--- src/rtl/irRxPkg.sv ---
`timescale 1ns/1ps
package irRxPkg;

  typedef enum logic [1:0] {
    ST_IDLE,
    ST_LDR_LOW,
    ST_LDR_HIGH,
    ST_DATA
  } rxState_e;

  // strobes from the controller to the datapath
  typedef struct packed {
    logic cntClr;
    logic frameStart;
    logic setLeader;
    logic shiftBit;
    logic setEdge;
    logic commit;
  } rxStrobe_t;

endpackage

--- src/rtl/irRxSync.sv ---
`timescale 1ns/1ps
module irRxSync #(
  parameter logic IDLE_LVL = 1'b1
) (
  input  logic clk,
  input  logic rstN,
  input  logic pinIn,
  output logic lvl,
  output logic fall,
  output logic rise
);
  logic s1, s2, s3;

  always_ff @(posedge clk or negedge rstN) begin
    if (!rstN) begin
      s1 <= IDLE_LVL;
      s2 <= IDLE_LVL;
      s3 <= IDLE_LVL;
    end else begin
      s1 <= pinIn;
      s2 <= s1;
      s3 <= s2;
    end
  end

  assign lvl  = s2;
  assign fall = s3 & ~s2;
  assign rise = ~s3 & s2;
endmodule

--- src/rtl/irRxCtrl.sv ---
`timescale 1ns/1ps
module irRxCtrl
  import irRxPkg::*;
#(
  parameter int CNT_W = 10
) (
  input  logic             clk,
  input  logic             rstN,
  input  logic             enable,
  input  logic             cfgNoLeader,
  input  logic             cfgEdgeIrqEn,
  input  logic [CNT_W-1:0] cfgLdrLowMin,
  input  logic [CNT_W-1:0] cfgLdrLowMax,
  input  logic [CNT_W-1:0] cfgLdrHighMin,
  input  logic [CNT_W-1:0] cfgLdrHighMax,
  input  logic [CNT_W-1:0] cfgCycleMax,
  input  logic [CNT_W-1:0] cfgLowMax,
  input  logic             rxFall,
  input  logic             rxRise,
  input  logic [CNT_W-1:0] widthCnt,
  input  logic [CNT_W-1:0] lowCnt,
  input  logic             endArmed,
  input  logic             endMatch,
  output rxStrobe_t        strobe
);
  rxState_e state, stateNxt;

  logic lowInWin, highInWin, lowOver, cycOver;
  assign lowInWin  = (widthCnt >= cfgLdrLowMin) && (widthCnt <= cfgLdrLowMax);
  assign highInWin = (widthCnt >= cfgLdrHighMin) && (widthCnt <= cfgLdrHighMax);
  assign lowOver   = lowCnt > cfgLowMax;
  assign cycOver   = widthCnt > cfgCycleMax;

  always_comb begin
    stateNxt = state;
    strobe   = '0;
    if (!enable) begin
      stateNxt = ST_IDLE;
    end else begin
      unique case (state)
        ST_IDLE: begin
          if (rxFall) begin
            strobe.cntClr = 1'b1;
            if (cfgNoLeader) begin
              strobe.frameStart = 1'b1;
              stateNxt = ST_DATA;
            end else begin
              stateNxt = ST_LDR_LOW;
            end
          end
        end
        ST_LDR_LOW: begin
          if (rxRise) begin
            strobe.cntClr = 1'b1;
            stateNxt = lowInWin ? ST_LDR_HIGH : ST_IDLE;
          end else if (widthCnt > cfgLdrLowMax) begin
            stateNxt = ST_IDLE;
          end
        end
        ST_LDR_HIGH: begin
          if (rxFall) begin
            strobe.cntClr = 1'b1;
            if (highInWin) begin
              strobe.frameStart = 1'b1;
              strobe.setLeader  = 1'b1;
              stateNxt = ST_DATA;
            end else begin
              stateNxt = ST_IDLE;
            end
          end else if (widthCnt > cfgLdrHighMax) begin
            stateNxt = ST_IDLE;
          end
        end
        ST_DATA: begin
          if (lowOver) begin
            strobe.commit = 1'b1;
            stateNxt = ST_IDLE;
          end else if (cycOver) begin
            strobe.commit = !endArmed || endMatch;
            stateNxt = ST_IDLE;
          end else if (rxFall) begin
            strobe.cntClr   = 1'b1;
            strobe.shiftBit = 1'b1;
            strobe.setEdge  = cfgEdgeIrqEn;
          end
        end
        default: stateNxt = ST_IDLE;
      endcase
    end
  end

  always_ff @(posedge clk or negedge rstN) begin
    if (!rstN) state <= ST_IDLE;
    else       state <= stateNxt;
  end
endmodule

--- src/rtl/irRxData.sv ---
`timescale 1ns/1ps
module irRxData
  import irRxPkg::*;
#(
  parameter int CNT_W    = 10,
  parameter int BUF_BITS = 72,
  parameter int N_END    = 3,
  parameter int BCNT_W   = 7
) (
  input  logic                    clk,
  input  logic                    rstN,
  input  rxStrobe_t               strobe,
  input  logic                    rxLvl,
  input  logic                    cfgLdrIrqEn,
  input  logic [CNT_W-1:0]        cfgBitThresh,
  input  logic [N_END*BCNT_W-1:0] cfgEndCnts,
  output logic [CNT_W-1:0]        widthCnt,
  output logic [CNT_W-1:0]        lowCnt,
  output logic                    endArmed,
  output logic                    endMatch,
  output logic [BUF_BITS-1:0]     rxBuf,
  output logic [BCNT_W-1:0]       rxBitCnt,
  output logic                    stLeader,
  output logic                    stEdge,
  output logic                    stDone,
  output logic                    irq
);
  localparam logic [BCNT_W-1:0] BIT_CAP = BCNT_W'(BUF_BITS);

  logic [BUF_BITS-1:0] work;
  logic [BCNT_W-1:0]   bitCnt;
  logic                newBit, bufRoom;

  assign newBit  = widthCnt > cfgBitThresh;
  assign bufRoom = bitCnt < BIT_CAP;

  // end-count comparators, one per programmed slot
  logic [N_END-1:0] armVec, hitVec;
  for (genvar g = 0; g < N_END; g++) begin : gEnd
    logic [BCNT_W-1:0] endVal;
    assign endVal    = cfgEndCnts[g*BCNT_W +: BCNT_W];
    assign armVec[g] = endVal != '0;
    assign hitVec[g] = armVec[g] && (endVal == bitCnt);
  end
  assign endArmed = |armVec;
  assign endMatch = |hitVec;

  always_ff @(posedge clk or negedge rstN) begin
    if (!rstN) begin
      widthCnt <= '0;
      lowCnt   <= '0;
    end else begin
      if (strobe.cntClr)       widthCnt <= CNT_W'(1);
      else if (widthCnt != '1) widthCnt <= widthCnt + 1'b1;
      if (rxLvl)               lowCnt <= '0;
      else if (lowCnt != '1)   lowCnt <= lowCnt + 1'b1;
    end
  end

  always_ff @(posedge clk or negedge rstN) begin
    if (!rstN) begin
      work   <= '0;
      bitCnt <= '0;
    end else if (strobe.frameStart) begin
      work   <= '0;
      bitCnt <= '0;
    end else if (strobe.shiftBit && bufRoom) begin
      work   <= {work[BUF_BITS-2:0], newBit};
      bitCnt <= bitCnt + 1'b1;
    end
  end

  always_ff @(posedge clk or negedge rstN) begin
    if (!rstN) begin
      rxBuf    <= '0;
      rxBitCnt <= '0;
      stLeader <= 1'b0;
      stEdge   <= 1'b0;
      stDone   <= 1'b0;
      irq      <= 1'b0;
    end else begin
      if (strobe.commit) begin
        rxBuf    <= work;
        rxBitCnt <= bitCnt;
      end
      if (strobe.frameStart) begin
        stLeader <= 1'b0;
        stEdge   <= 1'b0;
        stDone   <= 1'b0;
      end
      if (strobe.setLeader) stLeader <= 1'b1;
      if (strobe.setEdge)   stEdge   <= 1'b1;
      if (strobe.commit)    stDone   <= 1'b1;
      irq <= strobe.commit | strobe.setEdge | (strobe.setLeader & cfgLdrIrqEn);
    end
  end
endmodule

--- src/rtl/irRemoteRx.sv ---
`timescale 1ns/1ps
module irRemoteRx
  import irRxPkg::*;
#(
  parameter int CNT_W    = 10,
  parameter int BUF_BITS = 72,
  parameter int N_END    = 3,
  parameter int BCNT_W   = $clog2(BUF_BITS + 1)
) (
  input  logic                    clk,
  input  logic                    rstN,
  input  logic                    enable,
  input  logic                    rxPin,
  input  logic                    cfgNoLeader,
  input  logic                    cfgLdrIrqEn,
  input  logic                    cfgEdgeIrqEn,
  input  logic [CNT_W-1:0]        cfgLdrLowMin,
  input  logic [CNT_W-1:0]        cfgLdrLowMax,
  input  logic [CNT_W-1:0]        cfgLdrHighMin,
  input  logic [CNT_W-1:0]        cfgLdrHighMax,
  input  logic [CNT_W-1:0]        cfgBitThresh,
  input  logic [CNT_W-1:0]        cfgCycleMax,
  input  logic [CNT_W-1:0]        cfgLowMax,
  input  logic [N_END*BCNT_W-1:0] cfgEndCnts,
  output logic [BUF_BITS-1:0]     rxBuf,
  output logic [BCNT_W-1:0]       rxBitCnt,
  output logic                    stLeader,
  output logic                    stEdge,
  output logic                    stDone,
  output logic                    irq
);
  logic             rxLvl, rxFall, rxRise, endArmed, endMatch;
  logic [CNT_W-1:0] widthCnt, lowCnt;
  rxStrobe_t        strobe;

  irRxSync #(.IDLE_LVL(1'b1)) uSync (
    .clk(clk), .rstN(rstN), .pinIn(rxPin),
    .lvl(rxLvl), .fall(rxFall), .rise(rxRise)
  );

  irRxCtrl #(.CNT_W(CNT_W)) uCtrl (
    .clk(clk), .rstN(rstN), .enable(enable),
    .cfgNoLeader(cfgNoLeader), .cfgEdgeIrqEn(cfgEdgeIrqEn),
    .cfgLdrLowMin(cfgLdrLowMin), .cfgLdrLowMax(cfgLdrLowMax),
    .cfgLdrHighMin(cfgLdrHighMin), .cfgLdrHighMax(cfgLdrHighMax),
    .cfgCycleMax(cfgCycleMax), .cfgLowMax(cfgLowMax),
    .rxFall(rxFall), .rxRise(rxRise),
    .widthCnt(widthCnt), .lowCnt(lowCnt),
    .endArmed(endArmed), .endMatch(endMatch),
    .strobe(strobe)
  );

  irRxData #(.CNT_W(CNT_W), .BUF_BITS(BUF_BITS), .N_END(N_END), .BCNT_W(BCNT_W)) uData (
    .clk(clk), .rstN(rstN), .strobe(strobe), .rxLvl(rxLvl),
    .cfgLdrIrqEn(cfgLdrIrqEn), .cfgBitThresh(cfgBitThresh), .cfgEndCnts(cfgEndCnts),
    .widthCnt(widthCnt), .lowCnt(lowCnt), .endArmed(endArmed), .endMatch(endMatch),
    .rxBuf(rxBuf), .rxBitCnt(rxBitCnt),
    .stLeader(stLeader), .stEdge(stEdge), .stDone(stDone), .irq(irq)
  );
endmodule

--- config.mk ---
export PLATFORM = sky130hd
export DESIGN_NAME = irRemoteRx
export DESIGN_NICKNAME = d
export VERILOG_FILES = /design/src/rtl/irRxPkg.sv /design/src/rtl/irRxSync.sv /design/src/rtl/irRxCtrl.sv /design/src/rtl/irRxData.sv /design/src/rtl/irRemoteRx.sv
export SDC_FILE = /design/constraint.sdc
export NUM_CORES = 1
export LEC_CHECK = 0
export ABC_AREA = 1
export BUFFER_PORTS_ARGS = -buffer_cell sky130_fd_sc_hd__buf_2
export CAP_MARGIN = 20
export CORE_MARGIN = 1.5
export CORE_UTILIZATION = 60
export DETAILED_ROUTE_END_ITERATION = 16
export GPL_ROUTABILITY_DRIVEN = 0
export GPL_TIMING_DRIVEN = 0
export HOLD_SLACK_MARGIN = 0.03
export PLACE_DENSITY_LB_ADDON = 0.08
export SLEW_MARGIN = 15
export SYNTH_ARGS = -nofsm -noshare
export SYNTH_HDL_FRONTEND = slang
export SYNTH_SLANG_ARGS = --single-unit
--- constraint.sdc ---
create_clock -name clk -period 6.9 [get_ports clk]
set_clock_uncertainty 0.2 [all_clocks]
set_input_delay 0 -clock clk [delete_from_list [all_inputs] [get_ports clk]]
set_output_delay 0 -clock clk [all_outputs]
set_load 0.01 [all_outputs]
* Yosys cells after proc, flatten, opt, wreduce, memory -nomap -nowiden *
Index checks and enable logic that the tools add are counted.

cells by class
  equality and inequality tests = 12
  magnitude comparators = 10
  bitwise gates (word level) = 7
  multiplexer cells = 41
  $add $sub $neg = 3
  reductions and logical operators = 21

operator list
  operator                                                count
  two-way mux 72 bit                                      2
  > comparator 10 bit                                     5
  two-way mux 10 bit                                      4
  two-way mux 2 bit                                       15
  equality test 7 bit                                     3
  nonzero test 7 bit                                      3
  adder 10 x 1 -> 10 bit (second input constant)          2
  greater-or-equal comparator 10 bit                      2
  <= comparator 10 bit                                    2
  inequality test 10 bit (second input constant)          2
  two-way mux 7 bit                                       2
  two-way mux 1 bit                                       12
  nonzero test 2 bit                                      6
  inequality test 4 x 3 -> 1 bit (second input constant)  2
  case mux 2 bit (4 select lines)                         1
  adder 7 x 1 -> 7 bit (second input constant)            1
  less-than comparator 7 bit (second input constant)      1
  logical AND 1 bit                                       6
  two-way mux 3 bit                                       2
  two-way mux 6 bit                                       1
  OR reduction 3 bit                                      2
  equality test 2 bit (second input constant)             2
  inequality test 4 x 2 -> 1 bit (second input constant)  1
  case mux 1 bit (4 select lines)                         1
  10 further kinds                                        14

word-level totals
  register bits = 187

* Depth between registers and ports, before layout *
Gate-level depths: netlist (run 1).

  depth after elaboration = 11
  mapped depth = 16
  gate-level depth less buffers = 15

* Cells and area by module *
A second synthesis (run 1) with hierarchy kept.

unflattened totals
  cell total of the unflattened synthesis = 1,248
  area, all modules = 10,799.1 sq um

by module, submodules not included
  module    cells each  seq. area each (sq um)  times used  area each (sq um)
  irRxData  927         4,554.4                 1           8,715.9
  irRxCtrl  314         50.0                    1           1,989.4
  irRxSync  7           78.8                    1           93.8

* Worst setup path before layout (run 1) *
Ideal clock, no wire load.

  kind = reg-to-reg
  start point = register uData.widthCnt[5]
  end point = register uData.bitCnt[0]
  clock period less this slack = 2.199 ns
  stages on the path, launching flop included = 16
  required time = 6.583 ns
  arrival time = 1.882 ns
  path slack = 4.701 ns
  buffers on the path = 2
  cells stage by stage = dfrtp_1 > ha_1 > nand2_1 > inv_1 > nand2_1 > nand2_1 > nand2_1 > nand3_1 > nand2_1 > nand2_2 > nor2_1 > nand3_2 > buf_4 > buf_6 > nand3_1 > nand2_1

between the ends
  word-level cells in the longest chain between the ends = 7
  elaborated cells on any way between the ends = 14
  those cells by class = order compare (3); mux (8); reduce/logical (3)

ends and longest elaborated chain
  item                                                                  line                            text
  start, declared                                                       irRxData.sv:17                  output logic [CNT_W-1:0] widthCnt,
  start signal, assigned                                                irRxData.sv:54                  else if (widthCnt != '1) widthCnt <= widthCnt + 1'b1;
  greater-or-equal comparator 10 bit, or another cell as far along      irRxCtrl.sv:30                  assign highInWin = (widthCnt >= cfgLdrHighMin) && (widthCnt <= cfgLdrHighMax);
  logical AND 1 bit or two-way mux 2 bit (tied branches)                irRxCtrl.sv:30, irRxCtrl.sv:78
  two-way mux 2 bit, on equally long branches                           irRxCtrl.sv:63, irRxCtrl.sv:75
  two-way mux 3 bit, on equally long branches                           irRxCtrl.sv:61, irRxCtrl.sv:40
  case mux 1 bit (2 select lines) or two-way mux 6 bit (tied branches)  irRxCtrl.sv:40, irRxCtrl.sv:37
  two-way mux 6 bit *                                                   irRxCtrl.sv:37                  if (!enable) begin
  two-way mux 7 bit or nonzero test 2 bit (tied branches)               --
  end signal, assigned                                                  irRxData.sv:69                  bitCnt <= bitCnt + 1'b1;
  end, declared                                                         irRxData.sv:31                  logic [BCNT_W-1:0] bitCnt;

Every way passes the cells marked *; elsewhere a longest branch is shown, timed or not.
A chain may end at the register's enable or synchronous reset.

* Final worst setup path (run 1) *
  start point = register uData.widthCnt[9]
  end point = register uData.irq

between the ends
  word-level cells in the longest chain between the ends = 8
  elaborated cells on any way between the ends = 16
  those cells by class = order compare (3); mux (9); bitwise (3); reduce/logical (1)

ends and longest elaborated chain
  item                                                                        line            text
  greater-or-equal comparator 10 bit or <= comparator 10 bit (tied branches)  irRxCtrl.sv:30
  logical AND 1 bit                                                           irRxCtrl.sv:30
  two-way mux 2 bit                                                           irRxCtrl.sv:63  if (highInWin) begin
  two-way mux 3 bit                                                           irRxCtrl.sv:61  if (rxFall) begin
  two-way mux 1 bit                                                           irRxCtrl.sv:40  unique case (state)
  two-way mux 6 bit *                                                         irRxCtrl.sv:37
  AND 1 bit                                                                   irRxData.sv:94  irq <= strobe.commit | strobe.setEdge | (strobe.setLeader & cfgLdrIrqEn);
  OR 1 bit *                                                                  irRxData.sv:94
  end signal, assigned                                                        irRxData.sv:94
  end, declared                                                               irRxData.sv:26  output logic irq

Marks and branches as above.

==> results of run 1 <==
-- metal layers --
layer,global-route usage,routed length (um)
met5,0,0
met4,0.0833,445
met3,0.0537,1140
met2,0.490,12200
met1,0.374,10600
-- cell type report --
type / instances / area share
clock inverter: 15 / 0.0186
inverter: 135 / 0.0414
clock buffer: 17 / 0.0347
buffer: 60 / 0.0284
sequential: 187 / 0.382
timing repair buffer: 194 / 0.0887
tap: 220 / 0.0225
antenna: 3 / 0.000613
multi-input combinational: 901 / 0.383
-- logic make-up after synthesis --
| family | synth area share |
|---|---|
| xor gates and xnor gates | 0.0223 |
| AOI/OAI and AO/OA | 0.0350 |
| buffers and inverters | 0.0836 |
| adders and majority gates | 0.0893 |
| and+or+nand+nor | 0.312 |
| DFF | 0.458 |
-- tightest hold or removal path, stage by stage --
cell and delay, ps:
buf_2 110, inv_1 60, ha_1 140, a21oi_1 50, o2111ai_1 100, nand3_1 120, nand2_1 70
-- report_power, final --
part           switching (uW)  internal [uW]
Clock                     475            594
Sequential               51.8           1120
Combinational             266            171
-- worst min path at each step --
| stage | cells after the start | endpoint | slack (ps) |
|---|---|---|---|
| finish | 7 | uData.work[0] | 40 |
| global route | 7 | uData.work[0] | 100 |
| CTS | 7 | uData.work[0] | 50 |
| detailed placement | 1 | uData.rxBuf[63] | -170 |
| global placement | 1 | uSync.s1 | -90 |
| floorplan | 0 | uCtrl.state[0] | -500 |
-- cells in the final DEF, fill, tap and decap left out, types with 4 or more instances in the layout --
| cell | instances |
|---|---|
| a21o_1 | 4 |
| a21oi_1 | 29 |
| buf_2 | 220 |
| buf_4 | 5 |
| buf_6 | 7 |
| clkbuf_1 | 7 |
| clkbuf_16 | 17 |
| dfrtp_1 | 184 |
| dlygate4sd3_1 | 12 |
| ha_1 | 73 |
| inv_1 | 129 |
| inv_2 | 6 |
| inv_8 | 5 |
| nand2_1 | 410 |
| nand2_2 | 4 |
| nand3_1 | 234 |
| nand4_1 | 9 |
| nor2_1 | 59 |
| nor3_1 | 8 |
| o21ai_0 | 18 |
| xnor2_1 | 9 |
| xor2_1 | 17 |
-- registers in the layout (all words and copies together) (netlist names), 2 cells and up --
register and count:
uData.rxBuf 72, uData.work 72, uData.lowCnt 10, uData.widthCnt 10, uData.bitCnt 7, uData.rxBitCnt 7, uCtrl.state 2
-- through the flow --
stage | area, um^2 | util | setup slack, ps
2_1_floorplan | 10200 | - | 4700
3_3_place_gp | 11400 | 0.685 | 2670
3_5_place_dp | 11400 | 0.687 | 4110
4_1_cts | 12200 | 0.736 | 3630
5_1_grt | 12200 | 0.736 | 3410
6_report | 12200 | 0.736 | 3600
-- timing repair --
item	CTS	global route
hold buffers	13	0
resized for setup	0	0
endpoints found under the setup margin	0	0
endpoints found under the hold margin	203	0
==> results.toml, run 1 <==
[status]
status = "complete, no violations"

[timing]
fin_setup_tns_ps = 0
hold_violations = 0
fin_hold_ws_ps = 40.3
relSlewSlack = 0.498
worst_slew_pin_slew_ps = 754
drv_slew = 0
rsz0062_at_grt = "false"
min_period_ps = 3300
fmaxAchievable_ghz = 0.303
fin_crit_sh = 0.478
setup_viol = 0

[worst_setup_path]
cp-startpoint = "uData.widthCnt[9]"
reg2reg_slack_ps = 3600
r2r_cells = 13
critPathLaunchType = "register"
cpLargestDelayFamily = "simple AND/OR/NAND/NOR gates"
crit_end = "uData.irq"
required_ps = 7070
crit_cells = 13
r2r-start = "uData.widthCnt[9]"
slowest_stage = "dlygate4sd3_1"
cp.arrival_ps = 3470
rr_endpoint = "uData.irq"
critPathMostFrequentCell = "nand3_1"
cp-end-kind = "register"
critPathMaxFanout = 10
crit_chain = "ha_1 -> nand2_1 -> nor2_1 -> nand3_1 -> nand3_1 -> nand2_1 -> nand2_2 -> inv_2 -> nor2_8 -> nand2_2 -> buf_2 -> nand3_1 -> dlygate4sd3_1"
critPathBufInv = 3
critical_path_class = "register to register"
critPathMaxStageDelay_ps = 550

[clock_network]
clk_pin_slew_ps = 80
h-tree-depth = 4
cts_setup_buffers = 0
cts_tree = "done"
clockBufferDepth = 2
clk_latency_ps = 440
numCtsBuffers = 17
cts.sinks = 187
cts-root-buf = "clkbuf_16"

[die]
core_um2 = 16600
io_pins = 181
die_height_um = 134
die_area_um2 = 17800
die_x_um = 134
rows = 47
start_util = 0.615

[power]
total_power_uw = 2680
p_leak_uw = 0.00742
power_density_nw_per_um2 = 219
ir_drop_mv = 0.177

[grt]
grt_overflow = 0
globalRouteTotalUtil = 0.287
antenna_found_initial = 3
grt_max_degree = 107
grt_pass1_wl_um = 40700
grt_pass1_vias = 8543

[logic_synthesis]
ys_seq_elements = 187
yosys.area.top_type = "dfrtp_1"
synth_edf_count = 0
synth_common_cells = "410 x nand2_1, 234 x nand3_1, 184 x dfrtp_1"
yosys.cell_types.count = 39
synth_ff_type = "dfrtp_1"
ys_warn_count = 0
yosys.cell_count.top_type = "nand2_1"
synth_top_area_share = 0.450
syn_area_per_cell_um2 = 7.97
synth.top_cells.by_area = "dfrtp_1 45%, nand2_1 15%, nand3_1 11%"
syn-cell-area_um2 = 10200
ys_seq_area_frac = 0.458
ys_async_sr_fraction = 1.00
synth_nets = 1454
syn_inst = 1283

[finish]
syn2layout_area_growth_pct = 19.8
multi_input_area_um2 = 4690
ff_latch_area_um2 = 4680
finalNonFillerCells = 1732
fillCellCount = 1338
layout.nets = 1667
drive_gt1_frac = 0.193

[flow_run]
timing.max_cap.violations = 0

[placed_design]
numPlacedInstances = 1684
place.port_buffers = 180
dp_hpwl_um = 17600

[routing]
wl_per_cell_um = 14.1
viasPerCell = 5.24
drt_wl_total_um = 24400
drt_iter0_drc = 572
dr.pass1.iters = 5
drc_errors = 0
ant_nets = 0
vias = 9074

[worst_hold_path]
hp-class = "input pin to register"
min-delay-start = "cfgBitThresh[9]"
No activity file was read; power rests on OpenSTA's default activity.
==> inputs of run 2 (changes only) <==
--- a/config.mk
+++ b/config.mk
@@ -9,7 +9,7 @@
 export BUFFER_PORTS_ARGS = -buffer_cell sky130_fd_sc_hd__buf_2
 export CAP_MARGIN = 20
 export CORE_MARGIN = 1.5
-export CORE_UTILIZATION = 60
+export CORE_UTILIZATION = 57
 export DETAILED_ROUTE_END_ITERATION = 16
 export GPL_ROUTABILITY_DRIVEN = 0
 export GPL_TIMING_DRIVEN = 0
==> constraint.sdc (replaced) <==
create_clock -name clk -period 3.1 [get_ports clk]
set_clock_uncertainty 0.2 [all_clocks]
set_input_delay 0 -clock clk [delete_from_list [all_inputs] [get_ports clk]]
set_output_delay 0 -clock clk [all_outputs]
set_load 0.01 [all_outputs]
==> run 2 against run 1 <==
Setup slack worse by 3300 ps. Core utilization down 3.4 points. Sequential share of layout area rose by 0.086 points. Critical path type unchanged. Critical endpoint is now uCtrl.state[1]. Largest cell class unchanged. Largest power group unchanged.
==> results.toml, run 2 (synthesis results as in run 1) <==
[status]
status = "complete, no violations"

[timing]
setup_viol = 0
drv_slew = 0
hold_violations = 0
fin_hold_ws_ps = 50.9
relSlewSlack = 0.485
fin_setup_tns_ps = 0
worst_slew_pin_slew_ps = 772
rsz0062_at_grt = "false"
fmaxAchievable_ghz = 0.360
min_period_ps = 2770
fin_crit_sh = 0.895

[grt]
globalRouteTotalUtil = 0.279
grt_max_degree = 94
grt_pass1_vias = 8748
antenna_found_initial = 0
grt_pass1_wl_um = 41200
grt_overflow = 0

[worst_hold_path]
hp-class = "input pin to register"

[finish]
largestRegisters = "uData.rxBuf (72), uData.work (72)"
drive_gt1_frac = 0.193
diodes = 0
final_util = 0.702
syn2layout_area_growth_pct = 19.5
stdcell_area_um2 = 12200
final_cell_mix = "410 x nand2_1, 234 x nand3_1, 220 x buf_2"
layout_commonest_cell = "nand2_1"
layout.nets = 1667
fillCellCount = 1466

[worst_setup_path]
slowest_stage = "dlygate4sd3_1"
critPathMaxFanout = 10
critPathMaxStageDelay_ps = 560
cpLargestDelayFamily = "simple AND/OR/NAND/NOR gates"
critPathLaunchType = "register"
crit_chain = "ha_1 -> nand2_1 -> nor2_1 -> nand3_1 -> nand3_1 -> nand2_1 -> nand3_1 -> nand2_1 -> nor2_1 -> nand3_1 -> dlygate4sd3_1 -> nand2_1"
critPathBufInv = 1
cp-end-kind = "register"
required_ps = 3270
cp.arrival_ps = 2940
critical_path_class = "register to register"

[routing]
drt_iter0_drc = 507
vias = 9116
dr.pass1.iters = 5
ant_nets = 0
drc_errors = 0
drt_wl_total_um = 24900
wl_per_cell_um = 14.4
viasPerCell = 5.26

[power]
power_density_nw_per_um2 = 480
p_leak_uw = 0.00741
ir_drop_mv = 0.475

[clock_network]
cts_tree = "done"
cts-root-buf = "clkbuf_16"
numCtsBuffers = 17
clockBufferDepth = 2
clk_latency_ps = 430
postCtsResizedCells = 0
cts.sinks = 187
h-tree-depth = 4
clk_pin_slew_ps = 70

[die]
die_height_um = 137
rows = 48
die_x_um = 137
core_um2 = 17400
io_pins = 181
die_area_um2 = 18800
start_util = 0.587

[placed_design]
place.port_buffers = 180
place_area_um2 = 11400
dp_hpwl_um = 18200

[flow_run]
timing.max_cap.violations = 0
[run 2: per-stage QoR]
stage	power (uW)	setup slack [ps]	cells
2_1_floorplan	3270	901	1283
3_3_place_gp	3570	-1210	1688
3_5_place_dp	3620	333	1689
4_1_cts	5900	303	1734
5_1_grt	6150	66.6	1734
6_report	5860	326	1734
[run 2: worst paths after layout]
check / startpoint / endpoint / slack (ps) / cells after the start
min in group asynchronous: rstN / uData.rxBitCnt[3] / 390 / 3
worst min register to register: uSync.lvl / uSync.s3 / 160 / 0
worst max-delay path: uData.widthCnt[5] / uCtrl.state[1] / 330 / 12
worst min-delay path: cfgBitThresh[9] / uData.work[0] / 50 / 7
max in group asynchronous: rstN / uData.work[0] / 1570 / 4
worst max register to register: uData.widthCnt[5] / uCtrl.state[1] / 330 / 12
[run 2: final cells by class]
class,count,area [um^2],area share
plain buffers,60,348,0.0285
inverters,135,507,0.0415
clock buffers,17,425,0.0348
flip-flops and latches,187,4680,0.383
clock inverters,15,201,0.0165
multi-input cells,901,4690,0.384
repair buffers,194,1090,0.0889
well taps,225,282,0.0230
[run 2: metal layers]
| layer | wire (um) | vias to the layer above | track usage |
|---|---|---|---|
| met5 | 0 | - | 0 |
| met1 | 11000 | 4302 | 0.362 |
| met2 | 12400 | 231 | 0.487 |
| met3 | 1180 | 37 | 0.0459 |
| li1 | - | 4546 | - |
| met4 | 372 | 0 | 0.0713 |
[run 2: worst register-to-register path, delay by kind of cell (launching register included)]
family | cells | cell delay (ps)
adder cells (fa/ha/maj) | 1 | 380
buffers and inverters | 1 | 560
flip-flops | 1 | 540
AND/OR/NAND/NOR | 10 | 1030
[run 2: power breakdown]
group | total [uW] | internal, uW | switching (uW)
Combinational | 983 | 382 | 601
Clock | 2270 | 1240 | 1030
Sequential | 2610 | 2500 | 113
Total | 5860 | 4120 | 1750
[run 2: repair_timing]
item	CTS	global route
hold endpoints to repair	204	0
hold buffers	13	0
buffers inserted	0	0
endpoints found under the setup margin	0	0
